File: config.mk
export PLATFORM = sky130hd
export DESIGN_NAME = intr_prio_ctrl
export DESIGN_NICKNAME = d
export VERILOG_FILES = /design/src/rtl/intr_prio_pkg.sv /design/src/rtl/intr_prio_dp.sv /design/src/rtl/intr_prio_ctl.sv /design/src/rtl/intr_prio_ctrl.sv
export SDC_FILE = /design/constraint.sdc
export NUM_CORES = 1
export LEC_CHECK = 0
export ABC_AREA = 0
export CORE_ASPECT_RATIO = 1.5
export CORE_MARGIN = 2
export CORE_UTILIZATION = 53
export CTS_BUF_LIST = sky130_fd_sc_hd__clkbuf_4 sky130_fd_sc_hd__clkbuf_8 sky130_fd_sc_hd__clkbuf_16
export DETAILED_ROUTE_END_ITERATION = 12
export GPL_TIMING_DRIVEN = 0
export PLACE_DENSITY = 0.8
export SLEW_MARGIN = 20
export SYNTH_ARGS = -nofsm -noshare
export SYNTH_HDL_FRONTEND = slang
export SYNTH_HIERARCHICAL = 1
export SYNTH_SLANG_ARGS = --single-unit
export TNS_END_PERCENT = 50
File: constraint.sdc
create_clock -name clk -period 14.7 [get_ports clk]
set_input_delay 2.94 -clock clk [delete_from_list [all_inputs] [get_ports clk]]
set_output_delay 2.94 -clock clk [all_outputs]
set_load 0.01 [all_outputs]
File: src/rtl/intr_prio_pkg.sv
package intr_prio_pkg;
  localparam int NUM_SRC  = 7;
  localparam int NUM_GRP  = 6;
  localparam int LVL_W    = 2;
  localparam int NUM_LVL  = 1 << LVL_W;
  localparam int DATA_W   = 8;
  localparam int SEL_W    = 2;
  localparam int NUM_REG  = 1 << SEL_W;
  localparam int SRC_W    = $clog2(NUM_SRC);

  localparam logic [DATA_W-1:0] MASK_ENA = 8'h9F;
  localparam logic [DATA_W-1:0] MASK_ENB = 8'h30;
  localparam logic [DATA_W-1:0] MASK_LVL = 8'h3F;

  typedef logic [LVL_W-1:0] level_t;

  typedef struct packed {
    logic [NUM_REG-1:0] regWr;
    logic               push;
    level_t             pushLevel;
    logic               pop;
  } strobes_t;

  typedef struct packed {
    logic [DATA_W-1:0]  enA;
    logic [DATA_W-1:0]  enB;
    logic [DATA_W-1:0]  lvlLo;
    logic [DATA_W-1:0]  lvlHi;
    logic [NUM_LVL-1:0] inSvc;
  } cfg_t;

  function automatic logic [DATA_W-1:0] vectorOf(input int idx);
    if (idx < 5) return DATA_W'(8 * idx + 3);
    return DATA_W'(8'h63 + 8 * (idx - 5));
  endfunction

  function automatic int groupOf(input int idx);
    return (idx < NUM_GRP) ? idx : NUM_GRP - 1;
  endfunction
endpackage

File: src/rtl/intr_prio_dp.sv
module intr_prio_dp
  import intr_prio_pkg::*;
(
  input  logic              clk,
  input  logic              rstN,
  input  strobes_t          strb,
  input  logic [DATA_W-1:0] wrData,
  input  logic [SEL_W-1:0]  rdSel,
  output logic [DATA_W-1:0] rdData,
  output cfg_t              cfg
);
  logic [DATA_W-1:0]  enA, enB, lvlLo, lvlHi;
  logic [NUM_LVL-1:0] inSvc, popMask, nextSvc;

  always_comb begin
    popMask = '0;
    for (int n = 0; n < NUM_LVL; n++) begin
      if (inSvc[n]) popMask = NUM_LVL'(1) << n;
    end
  end

  always_comb begin
    nextSvc = inSvc;
    if (strb.pop) nextSvc = nextSvc & ~popMask;
    if (strb.push) nextSvc[strb.pushLevel] = 1'b1;
  end

  always_ff @(posedge clk) begin
    if (!rstN) begin
      enA   <= '0;
      enB   <= '0;
      lvlLo <= '0;
      lvlHi <= '0;
      inSvc <= '0;
    end else begin
      if (strb.regWr[0]) enA   <= wrData & MASK_ENA;
      if (strb.regWr[1]) enB   <= wrData & MASK_ENB;
      if (strb.regWr[2]) lvlLo <= wrData & MASK_LVL;
      if (strb.regWr[3]) lvlHi <= wrData & MASK_LVL;
      inSvc <= nextSvc;
    end
  end

  always_comb begin
    unique case (rdSel)
      2'd0:    rdData = enA;
      2'd1:    rdData = enB;
      2'd2:    rdData = lvlLo;
      default: rdData = lvlHi;
    endcase
  end

  assign cfg = '{enA: enA, enB: enB, lvlLo: lvlLo, lvlHi: lvlHi, inSvc: inSvc};

  p_push_sets_r10: assert property (@(posedge clk) disable iff (!rstN)
    strb.push |=> inSvc[$past(strb.pushLevel)]);

  p_pop_clears_r11: assert property (@(posedge clk) disable iff (!rstN)
    (strb.pop && !strb.push && (|inSvc)) |=>
      ($countones(inSvc) + 1 == $countones($past(inSvc))));

  p_reg_masks_r2: assert property (@(posedge clk) disable iff (!rstN)
    (enA[6:5] == 2'b00) && (enB[7:6] == 2'b00) && (enB[3:0] == 4'h0)
    && (lvlLo[7:6] == 2'b00) && (lvlHi[7:6] == 2'b00));
endmodule

File: src/rtl/intr_prio_ctl.sv
module intr_prio_ctl
  import intr_prio_pkg::*;
(
  input  logic               clk,
  input  logic               rstN,
  input  cfg_t               cfg,
  input  logic               regWrEn,
  input  logic [SEL_W-1:0]   regSel,
  input  logic [NUM_SRC-1:0] srcPending,
  input  logic               intAck,
  input  logic               intReturn,
  output strobes_t           strb,
  output logic               irqReq,
  output logic [DATA_W-1:0]  irqVector,
  output level_t             irqLevel
);
  level_t             srcLvl [NUM_SRC];
  logic [NUM_SRC-1:0] srcEn, srcElig;
  logic               anySvc;
  level_t             topSvc;
  logic               found;
  level_t             bestLvl;
  logic [SRC_W-1:0]   bestIdx;

  for (genvar i = 0; i < NUM_SRC; i++) begin : g_src
    localparam int GRP = groupOf(i);
    assign srcLvl[i] = {cfg.lvlHi[GRP], cfg.lvlLo[GRP]};
    if (i < 5) begin : g_enA
      assign srcEn[i] = cfg.enA[i];
    end else begin : g_enB
      assign srcEn[i] = cfg.enB[i - 1];
    end
    assign srcElig[i] = srcPending[i] && srcEn[i] && cfg.enA[7]
                        && (!anySvc || (srcLvl[i] > topSvc));
  end

  always_comb begin
    anySvc = 1'b0;
    topSvc = '0;
    for (int n = 0; n < NUM_LVL; n++) begin
      if (cfg.inSvc[n]) begin
        anySvc = 1'b1;
        topSvc = level_t'(n);
      end
    end
  end

  always_comb begin
    found   = 1'b0;
    bestLvl = '0;
    bestIdx = '0;
    for (int i = 0; i < NUM_SRC; i++) begin
      if (srcElig[i] && (!found || srcLvl[i] > bestLvl)) begin
        found   = 1'b1;
        bestLvl = srcLvl[i];
        bestIdx = SRC_W'(i);
      end
    end
  end

  assign irqReq    = found;
  assign irqLevel  = bestLvl;
  assign irqVector = found ? vectorOf(int'(bestIdx)) : '0;

  always_comb begin
    strb           = '0;
    strb.regWr     = regWrEn ? (NUM_REG'(1) << regSel) : '0;
    strb.push      = intAck && found;
    strb.pushLevel = bestLvl;
    strb.pop       = intReturn;
  end

  p_global_gate_r3: assert property (@(posedge clk) disable iff (!rstN)
    !cfg.enA[7] |-> !irqReq);

  p_strict_preempt_r9: assert property (@(posedge clk) disable iff (!rstN)
    irqReq |-> ((cfg.inSvc >> irqLevel) == '0));

  p_vector_form_r7: assert property (@(posedge clk) disable iff (!rstN)
    irqReq |-> (irqVector[2:0] == 3'd3));

  p_no_req_idle_r4: assert property (@(posedge clk) disable iff (!rstN)
    (srcPending == '0) |-> !irqReq);
endmodule

File: src/rtl/intr_prio_ctrl.sv
module intr_prio_ctrl
  import intr_prio_pkg::*;
(
  input  logic               clk,
  input  logic               rstN,
  input  logic               regWrEn,
  input  logic [SEL_W-1:0]   regSel,
  input  logic [DATA_W-1:0]  regWrData,
  output logic [DATA_W-1:0]  regRdData,
  input  logic [NUM_SRC-1:0] srcPending,
  input  logic               intAck,
  input  logic               intReturn,
  output logic               irqReq,
  output logic [DATA_W-1:0]  irqVector,
  output logic [LVL_W-1:0]   irqLevel,
  output logic [NUM_LVL-1:0] activeLevels
);
  strobes_t strb;
  cfg_t     cfg;

  intr_prio_ctl u_ctl (
    .clk(clk), .rstN(rstN), .cfg(cfg), .regWrEn(regWrEn), .regSel(regSel),
    .srcPending(srcPending), .intAck(intAck), .intReturn(intReturn),
    .strb(strb), .irqReq(irqReq), .irqVector(irqVector), .irqLevel(irqLevel)
  );

  intr_prio_dp u_dp (
    .clk(clk), .rstN(rstN), .strb(strb), .wrData(regWrData),
    .rdSel(regSel), .rdData(regRdData), .cfg(cfg)
  );

  assign activeLevels = cfg.inSvc;
endmodule

==> summary.md <==
| Metric | Value |
|---|---|
| Most common cell after layout, fill and taps aside | clkdlybuf4s50_1 |
| Clk sinks | 24 |
| TritonCTS clock tree | built |
| DRC | 0 |
| Final setup fails | 0 |
| Met1 Usage GRT | 25.9% |
| Nets | 383 |
| Crit path max-delay cell type | clkdlybuf4s50_1 |
| Crit. End Element | primary output |
| Share of layout cells above drive strength 1 | 18.3% |
| Switching Share | 25.7% |
| DR vias | 2363 |
| Most frequent cells in the layout | clkdlybuf4s50_1, nor2b_1, ha_1 |
| Net Count, Synth | 329 |
| R2r worst-path depth | 51 |
| Average size of a mapped cell | 8.91 sq um |
| Critical path endpoint | irqVector[7] |
| Type of the most critical hold path | register to register |
| H-tree Lvls | 1 |
| Initial DRC count | 111 |
| Clock transition at path regs | 0.08 ns |
| Total global-route track usage | 23.7% |
| Crit-path max FO | 5 |
| Multi-input logic area | 0.00191 sq mm |
| Unrepaired setup endpoints after global routing | no |
| Total Wirelength | 6010 um |
| Diodes inserted | 0 |
| DRT Pass-1 Iters | 5 |
| Root buffer cell | clkbuf_8 |
| Die area | 0.00530 sq mm |
| Busiest grt layer | met2 |
| Crit Path Category | input port to primary output |
| Int Power | 0.107 mW |
| Pwr dens | 45.5 mW/mm^2 |
| Grt met3 use | 2.51% |
| Worst EP required | 11.76 ns |
| Max transition margin | 54.6% |
| Startpoint Class | input port |
| Net switching power | 0.0368 mW |
| VDD IR max | 0.0621 mV |
| Routed Antenna Nets | 0 |
| Largest net degree at the start of global routing | 14 |
| YS warnings | 6 |
| Sequential share of power | 48.2% |
| Wire per inst | 15.1 um |
| Crit path from | srcPending[0] |
| Die H | 88.2 um |
| R2R Path Start | u_dp/inSvc[2] |
| Lkg Pwr | 1.31 nW |
| Vias in the first global route | 2232 |
| Hpwl dp | 4740 um |
| Post-Layout Cell Count | 398 |
| CTS Buf Count | 3 |
| Final Skew | 0.00381 ns |
| # rows | 30 |
| CTS max path bufs | 2 |
| Status | finished, final reports clean |
| Combinational fraction of design power | 20.2% |
| Top Ports | 45 |
| Met2 Track Usage GR | 43.5% |
| Data arrival, critical path | 11.27 ns |
| Slowest cell delay on critical path | 0.52 ns |
| I/O Buffers | 40 |
| Final Max Tran Viols | 0 |
| Most used cell, CP | ha_1 |
| R2R Setup Slk | 5.42 ns |
| Clk_lat worst skew | 0.27 ns |
| Post-layout util | 69.4% |
| Inst Count DP | 385 |
| Post-route minimum period | 14.21 ns |
| RePlAce Congestion | 0.901 |
| Fmax | 0.0704 GHz |
| GR Overflow Total | 0 |
| Storage element area | 480 sq um |
| Core area | 0.00454 sq mm |
| Global-route wire length before repair | 9740 um |
| Die W | 60.1 um |
| Clock power share | 31.6% |
| Effective utilization at floorplan | 55.2% |
| Crit share post-route | 96.7% |
| Fillers | 397 |
| Worst R2R End | u_dp/inSvc[2] |
| Mapped cell area | 0.00250 sq mm |
| Initial antenna violation count | 0 |
| CTS hold repair buffers | 0 |
| Syn-to-layout area delta | 25.9% |
| Worst Tran Pin Value | 0.676 ns |
| Vias per inst | 5.94 |
| Max Cap Viol | 0 |
| Synth Instances | 281 |
| Hold Fails Final Rpt | 0 |
[power by group through the flow]
stage          Combinational [mW]  Clock, mW  Sequential, mW
2_1_floorplan              0.0172          0          0.0699
3_3_place_gp               0.0273          0          0.0706
3_5_place_dp               0.0280          0          0.0706
5_1_grt                    0.0317     0.0487          0.0696
4_1_cts                    0.0286     0.0461          0.0692
6_report                   0.0290     0.0453          0.0692
[critical path, delay by kind of cell]
kind | cells | cell delay (ns)
AND/OR/NAND/NOR | 19 | 2.68
AO/OA/AOI/OAI | 17 | 2.48
adder cells (fa/ha/maj) | 8 | 2.07
buffers and inverters | 3 | 1.10
[layout make-up]
cell class	instances	share of cell area [%]
multi-input combinational	230	60.7
sequential	24	15.2
timing repair buffer	49	15.1
buffer	15	3.25
tap	64	2.54
clock buffer	4	1.75
inverter	12	1.43
[metal layers]
| metal | part of all wire (%) | vias up |
|---|---|---|
| met2 | 53 | 62 |
| met1 | 40 | 1130 |
| li1 | - | 1153 |
| met5 | 0 | - |
| met3 | 2.8 | 18 |
| met4 | 3.5 | 0 |
[how the worst min path moves through the flow]
| stage | from | end | slack [ns] | cells after the start |
|---|---|---|---|---|
| finish | u_dp/lvlLo[5] | u_dp/lvlLo[5] | 0.55 | 2 |
| global route | u_dp/enA[0] | u_dp/enA[0] | 0.58 | 2 |
| CTS | u_dp/enA[0] | u_dp/enA[0] | 0.55 | 2 |
| detailed placement | u_dp/lvlLo[5] | u_dp/lvlLo[5] | 0.54 | 2 |
| global placement | u_dp/enB[5] | u_dp/enB[5] | 0.53 | 2 |
| floorplan | u_dp/enA[0] | u_dp/enA[0] | 0.50 | 2 |
[metrics by stage]
| stage | power (mW) | instance area, sq um | TNS, ns | hold slack, ns | worst slack, ns |
|---|---|---|---|---|---|
| detailed placement | 0.0986 | 2990 | -1.41 | 0.539 | -0.488 |
| global placement | 0.0979 | 2990 | -0.859 | 0.528 | -0.336 |
| CTS | 0.144 | 3080 | 0 | 0.546 | 0.0104 |
| global route | 0.150 | 3150 | 0 | 0.585 | 0.0101 |
| floorplan | 0.0871 | 2500 | 0 | 0.498 | 1.42 |
| finish | 0.144 | 3150 | 0 | 0.545 | 0.492 |
[sequential cells by signal, summed over array words and instances (netlist names)]
register,cells
u_dp/enB,2
u_dp/lvlHi,6
u_dp/inSvc,4
u_dp/enA,6
u_dp/lvlLo,6
[timing repair]
action,in CTS,in global routing
pin swaps,1,5
setup endpoints to repair,4,5
gates resized for setup,4,12
setup buffers,4,5
Note: power is estimated with default switching activity, not from simulation.
